**src/rtl/bringup_pkg.sv**
```systemverilog
package bringup_pkg;

    typedef enum logic [3:0] {
        ST_IDLE,
        ST_WAIT,
        ST_MRST0,
        ST_MRST1,
        ST_MRST2,
        ST_PHYA,
        ST_PHYB,
        ST_LOAD,
        ST_PERST,
        ST_PERST_HI,
        ST_POLL
    } seq_state_e;

    localparam int          PRELOAD_N     = 11;
    localparam logic [4:0]  LINK_ACTIVE   = 5'h11;
    localparam logic [3:0]  MCTL_HOLD     = 4'h8;
    localparam logic [3:0]  MCTL_RELEASE  = 4'h9;
    localparam logic [3:0]  MCTL_LOADED   = 4'hB;
    localparam logic [7:0]  PHY_IN_RESET  = 8'h01;
    localparam logic [7:0]  PHY_RUNNING   = 8'h81;

    function automatic logic [31:0] phy_write_word(logic [4:0] addr, logic [15:0] data);
        return {data, 3'b000, addr, 7'b0000000, 1'b1};
    endfunction

endpackage

```
**src/rtl/bringup_ms_tick.sv**
```systemverilog
module bringup_ms_tick #(
    parameter int TICK_CYCLES = 125000
) (
    input  logic clk,
    input  logic rst_n,
    input  logic clr_i,
    output logic tick_o
);
    localparam int CNT_W = (TICK_CYCLES > 1) ? $clog2(TICK_CYCLES) : 1;
    localparam logic [CNT_W-1:0] LAST = CNT_W'(TICK_CYCLES - 1);

    logic [CNT_W-1:0] cnt_d, cnt_q;

    always_comb begin
        tick_o = !clr_i && (cnt_q == LAST);
        if (clr_i || cnt_q == LAST) begin
            cnt_d = '0;
        end else begin
            cnt_d = cnt_q + 1'b1;
        end
    end

    always_ff @(posedge clk or negedge rst_n) begin
        if (!rst_n) cnt_q <= '0;
        else        cnt_q <= cnt_d;
    end
endmodule

```
**src/rtl/bringup_preload_rom.sv**
```systemverilog
module bringup_preload_rom
    import bringup_pkg::*;
#(
    parameter int IDX_W = 4
) (
    input  logic [IDX_W-1:0] idx_i,
    output logic [31:0]      word_o
);
    always_comb begin
        case (idx_i)
            IDX_W'(0):  word_o = phy_write_word(5'h00, 16'h5027);
            IDX_W'(1):  word_o = phy_write_word(5'h02, 16'h6D18);
            IDX_W'(2):  word_o = phy_write_word(5'h06, 16'h8828);
            IDX_W'(3):  word_o = phy_write_word(5'h07, 16'h30FF);
            IDX_W'(4):  word_o = phy_write_word(5'h08, 16'h18D7);
            IDX_W'(5):  word_o = phy_write_word(5'h0A, 16'h00E9);
            IDX_W'(6):  word_o = phy_write_word(5'h0B, 16'h0511);
            IDX_W'(7):  word_o = phy_write_word(5'h0D, 16'h15B6);
            IDX_W'(8):  word_o = phy_write_word(5'h0F, 16'h0F0F);
            IDX_W'(9):  word_o = phy_write_word(5'h05, 16'h0BCB);
            IDX_W'(10): word_o = phy_write_word(5'h06, 16'h8128);
            default:    word_o = '0;
        endcase
    end
endmodule

```
**src/rtl/link_bringup_seq.sv**
```systemverilog
module link_bringup_seq
    import bringup_pkg::*;
#(
    parameter int TICK_CYCLES = 125000,
    parameter int CLK_MS      = 100,
    parameter int PHY_MS      = 100,
    parameter int SETTLE_MS   = 1,
    parameter int PERST_MS    = 300,
    parameter int LINK_MS     = 1100,
    parameter int POLL_MS     = 100,
    parameter int POLL_TRIES  = 100,
    parameter int STATE_W     = 6
) (
    input  logic               clk,
    input  logic               rst_n,
    input  logic               start_i,
    input  logic               mdio_rst_sel_i,
    input  logic [STATE_W-1:0] ltssm_i,
    output logic               clk_en_o,
    output logic [3:0]         mdio_ctl_o,
    output logic [7:0]         phy_rst_o,
    output logic               perst_n_o,
    output logic [31:0]        mdio_cmd_o,
    output logic               mdio_wr_o,
    output logic               done_o,
    output logic               link_up_o,
    output logic               timeout_o
);
    localparam int MAX_A  = (CLK_MS > PHY_MS) ? CLK_MS : PHY_MS;
    localparam int MAX_B  = (PERST_MS > LINK_MS) ? PERST_MS : LINK_MS;
    localparam int MAX_C  = (POLL_MS > SETTLE_MS) ? POLL_MS : SETTLE_MS;
    localparam int MAX_AB = (MAX_A > MAX_B) ? MAX_A : MAX_B;
    localparam int MAX_MS = (MAX_AB > MAX_C) ? MAX_AB : MAX_C;
    localparam int MS_W   = $clog2(MAX_MS + 1);
    localparam int TRY_W  = $clog2(POLL_TRIES + 1);
    localparam int IDX_W  = $clog2(PRELOAD_N + 1);

    typedef struct packed {
        seq_state_e         st;
        seq_state_e         ret;
        logic [MS_W-1:0]    ms;
        logic [IDX_W-1:0]   idx;
        logic [TRY_W-1:0]   tries;
        logic               second;
        logic               opt;
        logic               clk_en;
        logic [3:0]         mctl;
        logic [7:0]         phy;
        logic               perst_n;
        logic [31:0]        cmd;
        logic               wr;
        logic               done;
        logic               link;
        logic               tmo;
    } seq_regs_t;

    seq_regs_t   d, q;
    logic        load_wait;
    logic        tick;
    logic [31:0] rom_word;

    bringup_ms_tick #(.TICK_CYCLES(TICK_CYCLES)) u_tick (
        .clk    (clk),
        .rst_n  (rst_n),
        .clr_i  (load_wait),
        .tick_o (tick)
    );

    bringup_preload_rom #(.IDX_W(IDX_W)) u_rom (
        .idx_i  (q.idx),
        .word_o (rom_word)
    );

    always_comb begin
        d         = q;
        d.wr      = 1'b0;
        load_wait = 1'b0;
        case (q.st)
            ST_IDLE: begin
                if (start_i) begin
                    d.clk_en  = 1'b1;
                    d.done    = 1'b0;
                    d.link    = 1'b0;
                    d.tmo     = 1'b0;
                    d.opt     = mdio_rst_sel_i;
                    d.second  = 1'b0;
                    d.idx     = '0;
                    d.tries   = '0;
                    d.st      = ST_WAIT;
                    d.ms      = MS_W'(CLK_MS);
                    d.ret     = mdio_rst_sel_i ? ST_MRST0 : ST_PHYA;
                    load_wait = 1'b1;
                end
            end
            ST_WAIT: begin
                if (tick) begin
                    if (q.ms == MS_W'(1)) d.st = q.ret;
                    else                  d.ms = q.ms - 1'b1;
                end
            end
            ST_MRST0: begin
                d.mctl = MCTL_HOLD;
                d.st   = ST_MRST1;
            end
            ST_MRST1: begin
                d.mctl = MCTL_RELEASE;
                d.st   = ST_MRST2;
            end
            ST_MRST2: begin
                d.mctl = MCTL_LOADED;
                d.st   = ST_PHYA;
            end
            ST_PHYA: begin
                d.phy = PHY_IN_RESET;
                d.st  = ST_PHYB;
            end
            ST_PHYB: begin
                d.phy     = PHY_RUNNING;
                d.st      = ST_WAIT;
                load_wait = 1'b1;
                if (q.second) begin
                    d.ms  = MS_W'(LINK_MS);
                    d.ret = ST_POLL;
                end else begin
                    d.ms  = MS_W'(PHY_MS);
                    d.ret = q.opt ? ST_LOAD : ST_PERST;
                end
            end
            ST_LOAD: begin
                d.cmd     = rom_word;
                d.wr      = 1'b1;
                d.idx     = q.idx + 1'b1;
                d.st      = ST_WAIT;
                d.ms      = MS_W'(SETTLE_MS);
                d.ret     = (q.idx == IDX_W'(PRELOAD_N - 1)) ? ST_PERST : ST_LOAD;
                load_wait = 1'b1;
            end
            ST_PERST: begin
                d.perst_n = 1'b0;
                d.st      = ST_WAIT;
                d.ms      = MS_W'(PERST_MS);
                d.ret     = ST_PERST_HI;
                load_wait = 1'b1;
            end
            ST_PERST_HI: begin
                d.perst_n = 1'b1;
                d.second  = 1'b1;
                d.st      = ST_PHYA;
            end
            ST_POLL: begin
                if (ltssm_i[4:0] == LINK_ACTIVE) begin
                    d.done = 1'b1;
                    d.link = 1'b1;
                    d.st   = ST_IDLE;
                end else if (q.tries == TRY_W'(POLL_TRIES - 1)) begin
                    d.done = 1'b1;
                    d.tmo  = 1'b1;
                    d.st   = ST_IDLE;
                end else begin
                    d.tries   = q.tries + 1'b1;
                    d.st      = ST_WAIT;
                    d.ms      = MS_W'(POLL_MS);
                    d.ret     = ST_POLL;
                    load_wait = 1'b1;
                end
            end
            default: d.st = ST_IDLE;
        endcase
    end

    always_ff @(posedge clk or negedge rst_n) begin
        if (!rst_n) begin
            q     <= '0;
            q.st  <= ST_IDLE;
            q.ret <= ST_IDLE;
        end else begin
            q <= d;
        end
    end

    assign clk_en_o   = q.clk_en;
    assign mdio_ctl_o = q.mctl;
    assign phy_rst_o  = q.phy;
    assign perst_n_o  = q.perst_n;
    assign mdio_cmd_o = q.cmd;
    assign mdio_wr_o  = q.wr;
    assign done_o     = q.done;
    assign link_up_o  = q.link;
    assign timeout_o  = q.tmo;
endmodule

```
**config.mk**
```make
export PLATFORM = sky130hd
export DESIGN_NAME = link_bringup_seq
export DESIGN_NICKNAME = d
export VERILOG_FILES = /design/src/rtl/bringup_pkg.sv /design/src/rtl/bringup_ms_tick.sv /design/src/rtl/bringup_preload_rom.sv /design/src/rtl/link_bringup_seq.sv
export SDC_FILE = /design/constraint.sdc
export NUM_CORES = 1
export LEC_CHECK = 0
export BUFFER_PORTS_ARGS = -buffer_cell sky130_fd_sc_hd__buf_2
export CAP_MARGIN = 10
export CORE_MARGIN = 1.5
export CORE_UTILIZATION = 55
export DETAILED_ROUTE_END_ITERATION = 6
export PLACE_DENSITY_LB_ADDON = 0.05
export SYNTH_ARGS = -nofsm -noshare
export SYNTH_HDL_FRONTEND = slang
export SYNTH_HIERARCHICAL = 1
export SYNTH_SLANG_ARGS = --single-unit
```
**constraint.sdc**
```tcl
create_clock -name clk -period 4.4 [get_ports clk]
set_input_delay 0.44 -clock clk [delete_from_list [all_inputs] [get_ports clk]]
set_output_delay 0.44 -clock clk [all_outputs]
set_load 0.05 [all_outputs]
```
==> Implementation_results.wiki <==
{| class="wikitable"
! Metric !! Value
|-
| Status || finished clean
|-
| Share of post-route cells with drive strength above 1 || 14.4%
|-
| Placeable core region || 0.00937 sq mm
|-
| Power density relative to cell area || 549 mW/mm^2
|-
| Tcrit/Tclk final || 76.7%
|-
| Setup CP Type || flop to flop
|-
| Total count of max-transition violations in the final report || 0
|-
| Antenna violations before repair || 0
|-
| Clock buffers created by TritonCTS || 9
|-
| Total Routing Usage GR || 22.3%
|-
| Number of antenna repair diodes || 0
|-
| Post-detailed-route DRC marker count || 0
|-
| Slew at the pin closest to its max-slew limit || 0.991 ns
|-
| Ys async rst share || 100%
|-
| Element type at the critical path start || flop
|-
| Detailed-route wire length per cell || 14.4 um
|-
| H-tree level count || 3
|-
| Global-route congestion overflow total || 0
|-
| Count of antenna-violating nets left after detailed routing || 0
|-
| Unrepaired setup endpoints after global routing || false
|-
| Primary flip-flop cell chosen by synthesis mapping || dfrtp_1
|-
| Most area-hungry cell type in the Yosys netlist || dfrtp_1
|-
| CTS clk-pin slew, worst paths || 0.09 ns
|-
| Count of synthesis-stage warnings from yosys || 6
|-
| Total wire length after detailed routing || 10.9 mm
|-
| Via count of the first global-routing pass || 3922
|-
| Global-route wire length before repair || 18.6 mm
|-
| DIE AREA || 0.0104 sq mm
|-
| Placement Cell Area || 0.00537 sq mm
|-
| Area used by multi-input combinational logic || 0.00252 sq mm
|-
| Placed cell count || 745
|-
| Leakage power total || 2.59 nW
|-
| Number of standard cells in the layout, taps in and fillers out || 760
|-
| Critical path fanouts, max || 16
|-
| FF+latch count, synth || 92
|-
| Sequential element share of the synthesized area || 42.7%
|-
| Detailed router's first-iteration violation count || 252
|-
| Filler Cells Inserted || 931
|-
| Synthesized cell area || 0.00539 sq mm
|-
| Worst EP arrival || 3.63 ns
|-
| Max cap viols || 0
|-
| Final clock skew || 0.00977 ns
|-
| Floorplan die height || 102 um
|-
| Number of endpoints with negative hold slack in the final report || 0
|-
| Count of flip-flops with a built-in enable after synthesis || 0
|-
| Largest cells by area after synthesis || dfrtp_1, nand2_1, buf_4
|-
| First-pass iteration count of the detailed router || 4
|-
| Type of destination of the critical path || flop
|-
| Mean instance size in the synthesized netlist || 8.65 sq um
|-
| Peak VDD IR || 0.292 mV
|-
| Final setup TNS || 0 ns
|-
| Footprint of the flip-flops and latches || 0.00230 sq mm
|-
| Count of mapped cells out of synthesis || 623
|-
| Synth unique cells || 69
|-
| Num rows || 35
|-
| Required time worst endpoint || 4.66 ns
|-
| Master cell of the clock root buffer || clkbuf_8
|-
| # port buffers || 51
|-
| HPWL after detailed placement || 7.67 mm
|-
| Boundary Pins || 60
|-
| Clock period minus worst slack || 3.38 ns
|-
| Number of hold buffers added after CTS || 0
|-
| Max Root-Sink Buffers || 2
|-
| CTS sink cnt || 92
|-
| Maximum number of pins on one net before global-route repair || 66
|-
| Number of post-CTS setup repair buffers || 0
|-
| Final standard cell area without fillers || 0.00553 sq mm
|-
| Worst hold-check path type || primary input to asynchronous set/reset pin
|-
| Mean number of vias per cell || 5.56
|-
| Total via count after detailed routing || 4228
|-
| Area share of the leading cell type in the synthesized netlist || 42.7%
|-
| Worst skew pair latency || 0.36 ns
|-
| Maximum clock frequency || 296 MHz
|-
| Global placement routability congestion || 0.872
|-
| Area grow syn2layout || 2.67%
|-
| Overall die width || 102 um
|-
| Worst max-slew margin expressed relative to the limit || 33.9%
|-
| Setup violators final || 0
|-
| PostCTS Resize Cnt || 0
|-
| Final net count || 650
|-
| CTS tree || yes
|-
| Initial cell density of the core || 57.5%
|}
-- registers in the layout, summed over array words and instances, names as in the netlist --
name,flops
perst_n_o,1
done_o,1
mdio_cmd_o,32
mdio_ctl_o,3
u_tick/cnt_q,17
q,32
phy_rst_o,2
clk_en_o,1
mdio_wr_o,1
timeout_o,1
link_up_o,1
-- power by group --
group	internal, W	switching [W]
Combinational	0.000409	0.000926
Clock	0.000204	0.000306
Sequential	0.00103	0.000164
-- cell type report --
cell class | count | area share (%)
well taps | 129 | 2.92
multi-input cells | 447 | 45.5
flip-flops and latches | 92 | 41.6
inverters | 18 | 1.22
clock buffers | 10 | 2.31
repair buffers | 59 | 5.74
clock inverters | 5 | 0.701
-- final timing paths --
check,startpoint,endpoint,slack (ns),depth (start not counted)
worst min-delay path,rst_n,u_tick/cnt_q[9],0.17,1
max in group asynchronous,rst_n,mdio_cmd_o[11],3.35,2
min in group clk,mdio_rst_sel_i,q[50],0.32,3
worst max register to register,q[52],q[71],1.02,11
worst max-delay path,q[52],q[71],1.02,11
worst min register to register,phy_rst_o[0],phy_rst_o[0],0.46,1
-- critical path, stage by stage (launching register included) --
cell and delay, ns:
dfrtp_1 0.40, ha_1 0.24, nand2_1 0.08, or4_1 0.54, nand3_2 0.20, nand2_1 0.12, nor4_1 0.41, nand4bb_1 0.14
a21oi_1 0.19, o32ai_2 0.25, or2_1 0.38, o41ai_1 0.31
-- stage by stage --
| stage | hold WS (ns) | total power [W] | utilization [%] | worst slack (ns) |
|---|---|---|---|---|
| 2_1_floorplan | 0.144 | 0.00237 | - | 1.41 |
| 3_3_place_gp | 0.441 | 0.00251 | 57.3 | 1.06 |
| 3_5_place_dp | 0.447 | 0.00254 | 57.3 | 1.04 |
| 4_1_cts | 0.208 | 0.00305 | 59.0 | 1.02 |
| 5_1_grt | 0.234 | 0.00324 | 59.0 | 0.679 |
| 6_report | 0.175 | 0.00304 | 59.0 | 1.02 |
-- cells in the mapped netlist (all sizes together) (3+ instances only) --
master / count
a21oi: 25
and2: 3
buf: 72
clkbuf: 10
dfrtp: 92
ha: 13
inv: 18
mux2: 4
mux2i: 6
nand2: 136
nand2b: 7
nand3: 21
nand3b: 3
nand4: 10
nor2: 53
nor2b: 6
nor3: 15
nor4: 10
o21a: 3
o21ai: 31
o22ai: 8
o31a: 3
o31ai: 12
or4: 7
xnor2: 15
xor2: 6
-- layout by cell type, fill, tap and decap left out, types with 16 or more instances in the layout --
cell	netlist	final
a21oi_1	25	25
nor2_1	52	52
conb_1	2	18
nand2_1	134	134
inv_1	16	16
nand3_1	20	20
dfrtp_1	92	92
o21ai_0	21	21
buf_2	8	50
-- routing by layer --
layer  global-route usage [%]  vias up  part of all wire [%]
met4                     7.90        0                   1.6
met3                     2.74       16                   3.6
met2                     36.7       97                    48
met5                        0        -                     0
met1                     30.5     2052                    47
li1                         -     2063                     -
-- kinds of logic (layout without fill, tap and decap cells) --
| kind of cell | after synthesis | in the layout | share of synthesized area, % |
|---|---|---|---|
| mux | 10 | 10 | 2.02 |
| simple gates | 284 | 284 | 24.8 |
| compound gates | 101 | 101 | 12.3 |
| flops | 92 | 92 | 42.7 |
| fa+ha+maj | 13 | 13 | 3.02 |
| xor+xnor | 21 | 21 | 3.41 |
| buf+inv | 100 | 92 | 11.7 |
| other cells | 2 | 18 | 0.139 |
Note: power is estimated with default switching activity, not from simulation.
